==> config.mk <==
export PLATFORM = sky130hd
export DESIGN_NAME = local_timer
export DESIGN_NICKNAME = d
export VERILOG_FILES = /design/src/rtl/ltmr_pkg.sv /design/src/rtl/ltmr_prescaler.sv /design/src/rtl/ltmr_counter.sv /design/src/rtl/ltmr_pending.sv /design/src/rtl/local_timer.sv
export SDC_FILE = /design/constraint.sdc
export NUM_CORES = 1
export LEC_CHECK = 0
export BUFFER_PORTS_ARGS = -buffer_cell sky130_fd_sc_hd__buf_2
export CAP_MARGIN = 20
export CORE_ASPECT_RATIO = 1.2
export CORE_MARGIN = 2
export CORE_UTILIZATION = 45
export CTS_BUF_LIST = sky130_fd_sc_hd__clkbuf_8
export DETAILED_ROUTE_END_ITERATION = 8
export GPL_ROUTABILITY_DRIVEN = 0
export PLACE_DENSITY = 0.64
export SLEW_MARGIN = 20
export SYNTH_ARGS = -nofsm -noshare
export SYNTH_HDL_FRONTEND = slang
export SYNTH_SLANG_ARGS = --single-unit
export TNS_END_PERCENT = 30
==> constraint.sdc <==
create_clock -name clk -period 3.2 [get_ports clk]
set_input_delay 0.48 -clock clk [delete_from_list [all_inputs] [get_ports clk]]
set_output_delay 0.48 -clock clk [all_outputs]
set_load 0.02 [all_outputs]
==> src/rtl/ltmr_pkg.sv <==
package ltmr_pkg;

    localparam int VEC_W    = 8;
    localparam int LVT_W    = 10;
    localparam int DIVCFG_W = 4;
    localparam int SHIFT_W  = 3;
    localparam int PRE_W    = (1 << SHIFT_W) - 1;

    typedef struct packed {
        logic             periodic;
        logic             mask;
        logic [VEC_W-1:0] vector;
    } lvt_t;

    localparam lvt_t LVT_RESET = '{periodic: 1'b0, mask: 1'b1, vector: '0};

    function automatic logic [SHIFT_W-1:0] div_shift(input logic [DIVCFG_W-1:0] code);
        logic [SHIFT_W-1:0] packed_code;
        packed_code = {code[3], code[1:0]};
        return packed_code + SHIFT_W'(1);
    endfunction

    function automatic logic [PRE_W-1:0] pre_limit(input logic [SHIFT_W-1:0] sh);
        logic [PRE_W:0] full;
        full = ((PRE_W+1)'(1) << sh) - (PRE_W+1)'(1);
        return full[PRE_W-1:0];
    endfunction

endpackage

==> src/rtl/ltmr_prescaler.sv <==
module ltmr_prescaler
    import ltmr_pkg::*;
(
    input  logic               clk,
    input  logic               rst,
    input  logic               bus_tick,
    input  logic               restart,
    input  logic [SHIFT_W-1:0] shift,
    output logic               div_tick
);
    logic [PRE_W-1:0] pre_q;
    logic [PRE_W-1:0] limit;

    assign limit    = pre_limit(shift);
    assign div_tick = bus_tick && (pre_q >= limit);

    always_ff @(posedge clk) begin
        if (rst || restart || div_tick) begin
            pre_q <= '0;
        end else if (bus_tick) begin
            pre_q <= pre_q + PRE_W'(1);
        end
    end
endmodule

==> src/rtl/ltmr_counter.sv <==
module ltmr_counter #(
    parameter int CW = 32
) (
    input  logic          clk,
    input  logic          rst,
    input  logic          load,
    input  logic [CW-1:0] load_val,
    input  logic          div_tick,
    input  logic          periodic,
    output logic [CW-1:0] count,
    output logic          expire
);
    logic [CW-1:0] init_q;
    logic [CW-1:0] cnt_q;
    logic          at_one;

    assign at_one = (cnt_q == CW'(1));
    assign expire = !load && div_tick && at_one;
    assign count  = cnt_q;

    always_ff @(posedge clk) begin
        if (rst) begin
            init_q <= '0;
            cnt_q  <= '0;
        end else if (load) begin
            init_q <= load_val;
            cnt_q  <= load_val;
        end else if (div_tick && (cnt_q != '0)) begin
            if (at_one) begin
                cnt_q <= periodic ? init_q : '0;
            end else begin
                cnt_q <= cnt_q - CW'(1);
            end
        end
    end
endmodule

==> src/rtl/ltmr_pending.sv <==
module ltmr_pending #(
    parameter int PW = 4
) (
    input  logic          clk,
    input  logic          rst,
    input  logic          inc,
    input  logic          dec,
    input  logic          clr,
    output logic [PW-1:0] level
);
    localparam logic [PW-1:0] TOP = {PW{1'b1}};
    logic [PW-1:0] lvl_q;

    assign level = lvl_q;

    always_ff @(posedge clk) begin
        if (rst || clr) begin
            lvl_q <= '0;
        end else if (inc && !dec) begin
            if (lvl_q != TOP) lvl_q <= lvl_q + PW'(1);
        end else if (dec && !inc) begin
            lvl_q <= lvl_q - PW'(1);
        end
    end
endmodule

==> src/rtl/local_timer.sv <==
module local_timer
    import ltmr_pkg::*;
#(
    parameter int CW   = 32,
    parameter int PW   = 4,
    parameter int NENT = 6,
    localparam int SELW = (NENT > 1) ? $clog2(NENT) : 1
) (
    input  logic                clk,
    input  logic                rst,
    input  logic                bus_tick,
    input  logic                div_we,
    input  logic [DIVCFG_W-1:0] div_wdata,
    input  logic                init_we,
    input  logic [CW-1:0]       init_wdata,
    input  logic                lvt_we,
    input  logic [SELW-1:0]     lvt_sel,
    input  logic [LVT_W-1:0]    lvt_wdata,
    output logic [LVT_W-1:0]    lvt_rdata,
    input  logic                en_we,
    input  logic                en_wdata,
    input  logic                irq_ack,
    output logic [CW-1:0]       cur_count,
    output logic [PW-1:0]       pend_level,
    output logic                irq_req,
    output logic [VEC_W-1:0]    irq_vector
);
    logic [DIVCFG_W-1:0] div_q;
    logic                sw_en_q;
    lvt_t                lvt_q [NENT];
    logic                disabling;
    logic                div_tick;
    logic                expire;
    logic                timer_masked;
    logic                timer_periodic;

    assign disabling      = en_we && !en_wdata;
    assign timer_masked   = lvt_q[0].mask;
    assign timer_periodic = lvt_q[0].periodic;

    always_ff @(posedge clk) begin
        if (rst) begin
            div_q   <= '0;
            sw_en_q <= 1'b0;
        end else begin
            if (div_we) div_q   <= div_wdata;
            if (en_we)  sw_en_q <= en_wdata;
        end
    end

    for (genvar i = 0; i < NENT; i++) begin : g_entry
        always_ff @(posedge clk) begin
            if (rst) begin
                lvt_q[i] <= LVT_RESET;
            end else if (lvt_we && (lvt_sel == SELW'(i))) begin
                lvt_q[i]      <= lvt_t'(lvt_wdata);
                lvt_q[i].mask <= lvt_wdata[8] || !sw_en_q || disabling;
            end else if (disabling) begin
                lvt_q[i].mask <= 1'b1;
            end
        end
    end

    always_comb begin
        lvt_rdata = '0;
        for (int k = 0; k < NENT; k++) begin
            if (lvt_sel == SELW'(k)) lvt_rdata = LVT_W'(lvt_q[k]);
        end
    end

    ltmr_prescaler u_pre (
        .clk      (clk),
        .rst      (rst),
        .bus_tick (bus_tick),
        .restart  (init_we),
        .shift    (div_shift(div_q)),
        .div_tick (div_tick)
    );

    ltmr_counter #(.CW(CW)) u_cnt (
        .clk      (clk),
        .rst      (rst),
        .load     (init_we),
        .load_val (init_wdata),
        .div_tick (div_tick),
        .periodic (timer_periodic),
        .count    (cur_count),
        .expire   (expire)
    );

    assign irq_req    = (pend_level != '0) && !timer_masked;
    assign irq_vector = lvt_q[0].vector;

    ltmr_pending #(.PW(PW)) u_pend (
        .clk   (clk),
        .rst   (rst),
        .inc   (expire),
        .dec   (irq_req && irq_ack),
        .clr   (disabling),
        .level (pend_level)
    );
endmodule

==> Word-level counts from Yosys, hierarchy flattened <==
Memory sizes are Yosys's and may differ from the RTL's.
Cells that the tools add are included.
{ "classes": {"addsub": 6, "magnitude_cmp": 1, "n_eq_ne": 8, "n_shift": 1, "muxes": 70, "n_bitwise": 18, "n_reduce_logical": 32} }
{ "op_table": {"columns": ["operator", "n"], "rows": [
  ["two-way mux 32 bit", 4],
  ["two-way mux 10 bit", 12],
  ["two-way mux 1 bit", 51],
  ["== test 32 x 1 -> 1 bit (second input constant)", 1],
  ["nonzero test 32 bit", 1],
  ["subtractor 32 x 1 -> 32 bit (second input constant)", 1],
  ["OR 1 bit", 18],
  ["logical AND 1 bit", 15],
  ["two-way mux 4 bit", 3],
  ["adder 7 x 1 -> 7 bit (second input constant)", 1],
  ["greater-or-equal comparator 7 bit", 1],
  ["left shift 1 x 3 -> 7 bit (first input constant)", 1],
  ["subtractor 7 x 2 -> 7 bit (second input constant)", 1],
  ["== test 3 x 2 -> 1 bit (second input constant)", 2],
  ["== test 3 bit (second input constant)", 2],
  ["logical NOT 1 bit", 6],
  ["logical OR 1 bit", 5],
  ["adder 4 x 1 -> 4 bit (second input constant)", 1],
  ["!= test 4 bit (second input constant)", 1],
  ["nonzero test 2 bit", 2],
  ["nonzero test 4 bit", 1],
  ["subtractor 4 x 1 -> 4 bit (second input constant)", 1],
  ["adder 3 x 1 -> 3 bit (second input constant)", 1],
  ["== test 3 x 1 -> 1 bit (second input constant)", 1],
  ["3 further kinds", 3]
]} }
{ "word_totals": {"reg_bits": 80, "ramBits": 60, "inputBits": 58, "output_inout_bits": 55, "word_cells": 143, "n_memories": 1} }
{ "memory_table": {"columns": ["memory", "depth", "width", "read_ports", "rd_ports_with_merged_regs", "write_ports", "line", "rtl"], "rows": [
  ["lvt_q", 6, 10, 6, 0, 6, "local_timer.sv:30", "lvt_t lvt_q [NENT];"]
]} }

==> Longest topological paths before layout <==
{ "logic_depth": {"word_depth": 11, "mapped_depth": 17, "mapped_depth_nobuf": 16} }

==> By module <==
Synthesis repeated with hierarchy kept, for this count alone.
{ "unflattened": {"hier_cells": 769, "area_unflattened_um2": 7487.2} }
{ "modules_own_cells": {"columns": ["mod", "n_inst", "cells_each", "area_each_um2", "seq_area_each_um2"], "rows": [
  ["ltmr_counter", 1, 445, 3580.9, 1281.2],
  ["local_timer", 1, 232, 3032.9, 1881.8],
  ["ltmr_prescaler", 1, 67, 594.3, 140.1],
  ["ltmr_pending", 1, 25, 279.0, 80.1]
]} }

==> Least setup slack after synthesis <==
Ideal clock, no wire load.
{ "synth_path": {"path_kind": "register to register", "from": "register div_q[0]", "to": "register u_pend.lvl_q[3] (netlist: u_pend.level[3])", "setup_time_ns": 0.072, "arrival_time_ns": 3.423, "required_ns": 3.128, "slack_ns": -0.295, "path_stages_with_launch": 17, "n_path_buf": 1, "period_less_slack_ns": 3.495, "path_cell_list": "dfxtp_1 > clkbuf_1 > or3_1 > ha_1 > nor2_1 > a21oi_1 > nor2_1 > a31oi_1 > ha_1 > nand4_1 > o21ai_0 > nand4_1 > ha_1 > a21o_1 > a21oi_1 > mux2i_1 > mux2i_1"} }
{ "synth_via": {"elab_chain_len": 11, "word_cells_on_any_way": 14, "cone_classes": "add/sub (2); order compare (1); eq/ne (1); shift (1); mux (1); reduce/logical (8)"} }
{ "synth_lines": {"columns": ["element", "line", "rtl"], "rows": [
  ["start, declared", "local_timer.sv:28", "logic [DIVCFG_W-1:0] div_q;"],
  ["start signal, assigned", "local_timer.sv:46", "if (div_we) div_q <= div_wdata;"],
  ["adder 3 x 1 -> 3 bit (*)", "ltmr_pkg.sv:20", "return packed_code + SHIFT_W'(1);"],
  ["left shift 1 x 3 -> 7 bit (*)", "ltmr_pkg.sv:25", "full = ((PRE_W+1)'(1) << sh) - (PRE_W+1)'(1);"],
  ["subtractor 7 x 2 -> 7 bit (*)", "ltmr_pkg.sv:25", null],
  ["greater-or-equal comparator 7 bit (*)", "ltmr_prescaler.sv:15", "assign div_tick = bus_tick && (pre_q >= limit);"],
  ["logical AND 1 bit (*)", "ltmr_prescaler.sv:15", null],
  ["logical AND 1 bit (*) (2 in series)", "ltmr_counter.sv:18", "assign expire = !load && div_tick && at_one;"],
  ["logical NOT 1 bit", "ltmr_pending.sv:21", "end else if (dec && !inc) begin"],
  ["logical AND 1 bit", "ltmr_pending.sv:21", null],
  ["nonzero test 2 bit (no line)", null, null],
  ["AND reduction 2 bit (no line)", null, null],
  ["end signal, assigned", "ltmr_pending.sv:20", "if (lvl_q != TOP) lvl_q <= lvl_q + PW'(1);"],
  ["end signal, assigned", "ltmr_pending.sv:22", "lvl_q <= lvl_q - PW'(1);"],
  ["end, declared", "ltmr_pending.sv:12", "logic [PW-1:0] lvl_q;"]
]} }
Mark *: on every way between the ends. The rest lies on a longest branch, timed or not.
A chain may end at the register's enable or synchronous reset.

==> Worst setup path in the final report <==
Ends and elaborated chain as after synthesis.

==> results summary <==
The flow ran to the end, and the final reports show no timing, DRC or antenna violations. Static timing analysis puts the maximum clock frequency at 314 MHz. The number of violations reported at the end of detailed-routing iteration 0 is 471. The sum of buffers and inverters on the critical path is 0. Grouping stages by cell kind, the critical path spends the most delay in simple AND/OR/NAND/NOR gates. The fraction of layout instances using a drive strength above 1 is 23.1%.

The die covers 17800 um2. In the final routed layout, each cell accounts on average for 18.1 um. By area the synthesized netlist is led by sky130_fd_sc_hd__edfxtp_1 24%, sky130_fd_sc_hd__dfxtp_1 21%, sky130_fd_sc_hd__mux2i_1 6.0%, sky130_fd_sc_hd__and2_1 4.9%, sky130_fd_sc_hd__nand2_1 4.0%. The share of async-settable or async-resettable flops after synthesis came out at 0%. The number of nets in the synthesized netlist is 887. The overall die width came out at 122 um. The largest fanout of any net on the critical path came out at 6. Measured against its own limit, the worst slew margin works out to 42.9%. After global routing the overflow that remains totals 0. The path class of the tightest hold or removal check is in -> reg. The mean number of vias per cell is 5.74. In the routed design, unresolved DRC markers number 0. The number of CTS-inserted buffers came out at 17. The post-synthesis to final-layout area growth is 17.4%.

The final net count came out at 989. For the worst-skew pair, the clock arrives at the later sink with an insertion delay of 0.45 ns. The buffer levels on the longest clock path came out at 2. The kind of start point of the critical path is a flop.

Across the VDD grid, the largest voltage drop is 0.287 mV. In this run the clock root is driven by a sky130_fd_sc_hd__clkbuf_8. The first-pass GRT wire length came out at 32900 um. In this run the cell area of the synthesized design comes to 7550 um2. Detailed routing inserted a total of 6554 vias. The portion of synthesized cell area occupied by the leading cell type is 23.9%. The number of clock sinks came out at 139. The clock tree skew after final layout is 0.00924 ns.

The initial antenna violation count came to 0. In the global route stage, overall resource usage came out at 23.4%. The synthesized netlist cell count came out at 815. The part of the cycle the worst path needs is 99.5%. Sequential cells were found to cover 44.8% of the synthesized design area. The number of hold-slack violations in the final timing report is 0. In this run, synthesis inferred 60 flip-flops with an integrated enable. Data arrives at the worst endpoint at 3.56 ns. The first detailed-routing pass took 5 iterations. The number of different library cells used by synthesis comes to 69. The leakage dissipation is 3.66 nW. The signal on the critical path passes through or3_4 -> ha_4 -> nor2_4 -> a21oi_2 -> nor2_1 -> a31oi_1 -> ha_1 -> nand4_1 -> o21ai_4 -> nand4_1 -> ha_1 -> a21o_1 -> a21oi_2 -> mux2i_1 -> mux2i_1. Setup repair after global routing could not meet its margin everywhere. The dominant cell by count in the synthesized netlist is sky130_fd_sc_hd__nand2_1. STA classifies the critical path endpoint as a flop. The initial core utilization came out at 46.2%. After clock tree synthesis, the flow added hold-fix buffers numbering 0. In this run the number of cells on the critical path is 15. The number of top-level pins came out at 113.

The critical path is of the reg -> reg type. The number of antenna diodes in the final layout is 0. After synthesis, the most frequently instantiated cells are 80 x sky130_fd_sc_hd__nand2_1, 79 x sky130_fd_sc_hd__dfxtp_1, 77 x sky130_fd_sc_hd__nor2_1. The antenna violation net count after detailed routing came out at 0. The start point of the worst min-delay path is en_we.

TritonCTS built the clock tree. Yosys printed 0 warnings. The number of global-route vias before repair came out at 6326. The sum of routed wire length over all layers came out at 20600 um. The tightest hold margin is 0.246 ns. After clock tree synthesis, the clock-pin slew on the worst setup and hold paths is 0.08 ns. The register bit count reported by yosys came out at 139.

The maximum number of pins on one net before global-route repair came out at 51. For the worst setup path, the data required time is 3.58 ns. The endpoint identified for the worst register-to-register timing path is u_pend.level[3].

Input and output buffers added on the ports amount to 111. In this run the power density over the cells is 474 nW/um2. The total count of max-transition violations in the final report came out at 0. The master of the slowest instance on the critical path is sky130_fd_sc_hd__or3_4.

The floorplan has 51 rows. On the worst path, the slowest cell contributes a delay of 0.38 ns. Tracing the worst setup path back leads to its startpoint at div_q[0]. The number of levels in the clock H-tree came out at 4. In the synthesized netlist the dominant register cell turns out to be sky130_fd_sc_hd__dfxtp_1. The critical path ends at u_pend.level[3].

The core region is 16300 um2. The layout has 1539 filler cells. The mean instance size in the synthesized netlist came out at 9.27 um2.

The path depth of the worst reg2reg path came out at 15. The tool flagged a number of max-cap violations equal to 0. The cell taking the most area after synthesis is sky130_fd_sc_hd__edfxtp_1. The final period demand of the worst path came out at 3.19 ns. For the pin with the worst max-slew slack, the measured transition is 0.855 ns. The register-to-register setup slack came out at 0.01 ns. The total power of the final layout is 4.20 mW. In this run the critical register-to-register path is launched from div_q[0]. The final setup violation count came out at 0. The vertical die dimension came out at 146 um. The HPWL after detailed placement is 14300 um.
## placed cells by master, fill, tap and decap left out, drive strengths merged, types with 21 or more instances in the layout
cell type,netlist,layout
buf,22,149
nand2,80,80
dfxtp,79,79
nor2,77,77
edfxtp,60,60
and2,59,59
a21oi,57,57
mux2i,45,45
o211ai,26,26
o21ai,21,21
## cells by family after synthesis
group	share of synthesized area (%)
DFF	44.8
xor gates and xnor gates	1.51
muxes	6.86
buffers and inverters	4.79
AOI/OAI and AO/OA	16.8
and+or+nand+nor	22.8
adders and majority gates	2.42
## cell type report
| class | instances | area [um2] | area share, % |
|---|---|---|---|
| Multi-Input combinational cell | 593 | 3880 | 43.8 |
| Sequential cell | 139 | 3380 | 38.2 |
| Timing Repair Buffer | 149 | 853 | 9.63 |
| Tap cell | 212 | 265 | 2.99 |
| Clock buffer | 17 | 234 | 2.64 |
| Clock inverter | 15 | 183 | 2.06 |
| Inverter | 17 | 63.8 | 0.720 |
## power by group
part / total [mW] / leakage, nW / switching (mW) / internal, mW
Clock: 1.52 / 0.211 / 0.685 / 0.835
Combinational: 0.678 / 2.23 / 0.422 / 0.256
Sequential: 2.01 / 1.22 / 0.0596 / 1.95
## worst min path at each step
stage                     endpoint  slack [ns]  depth (start not counted)
final                      sw_en_q        0.25                          2
after global routing       sw_en_q        0.26                          2
after CTS                  sw_en_q        0.22                          2
after detailed placement   sw_en_q        0.45                          1
after global placement     sw_en_q        0.44                          1
after floorplan            sw_en_q        0.43                          1
## metal layers
metal  track usage [%]  part of all wire (%)  vias to the layer above
li1                  -                     -                     3169
met1              28.6                    42                     3167
met2              39.6                    51                      182
met3              5.33                   4.9                       36
met4              8.79                   2.5                        0
met5                 0                     0                        -
## flip-flops by register name (all words and copies together), names as in the netlist
signal        count
div_q             3
lvt_q            60
sw_en_q           1
u_cnt.count      32
u_cnt.init_q     32
u_pend.level      4
u_pre.pre_q       7
## through the flow
step / cells / setup slack (ns) / utilization (%) / area (um2) / TNS, ns
final: 1142 / 0.0147 / 54.3 / 8860 / 0
after global routing: 1142 / -0.141 / 54.3 / 8860 / -0.206
after CTS: 1141 / 0.0291 / 53.9 / 8810 / 0
after detailed placement: 1108 / -0.0421 / 51.3 / 8390 / -0.0421
after global placement: 1108 / -0.0122 / 51.3 / 8390 / -0.0122
after floorplan: 815 / 0.00277 / - / 7590 / 0
## repair_timing
item	in CTS	in global routing
pin swaps	2	10
setup buffers	1	1
setup endpoints to repair	1	11
cloned	0	0
endpoints found under the hold margin	0	0
resized for setup	0	9
Power figures use the tool's default switching activity.
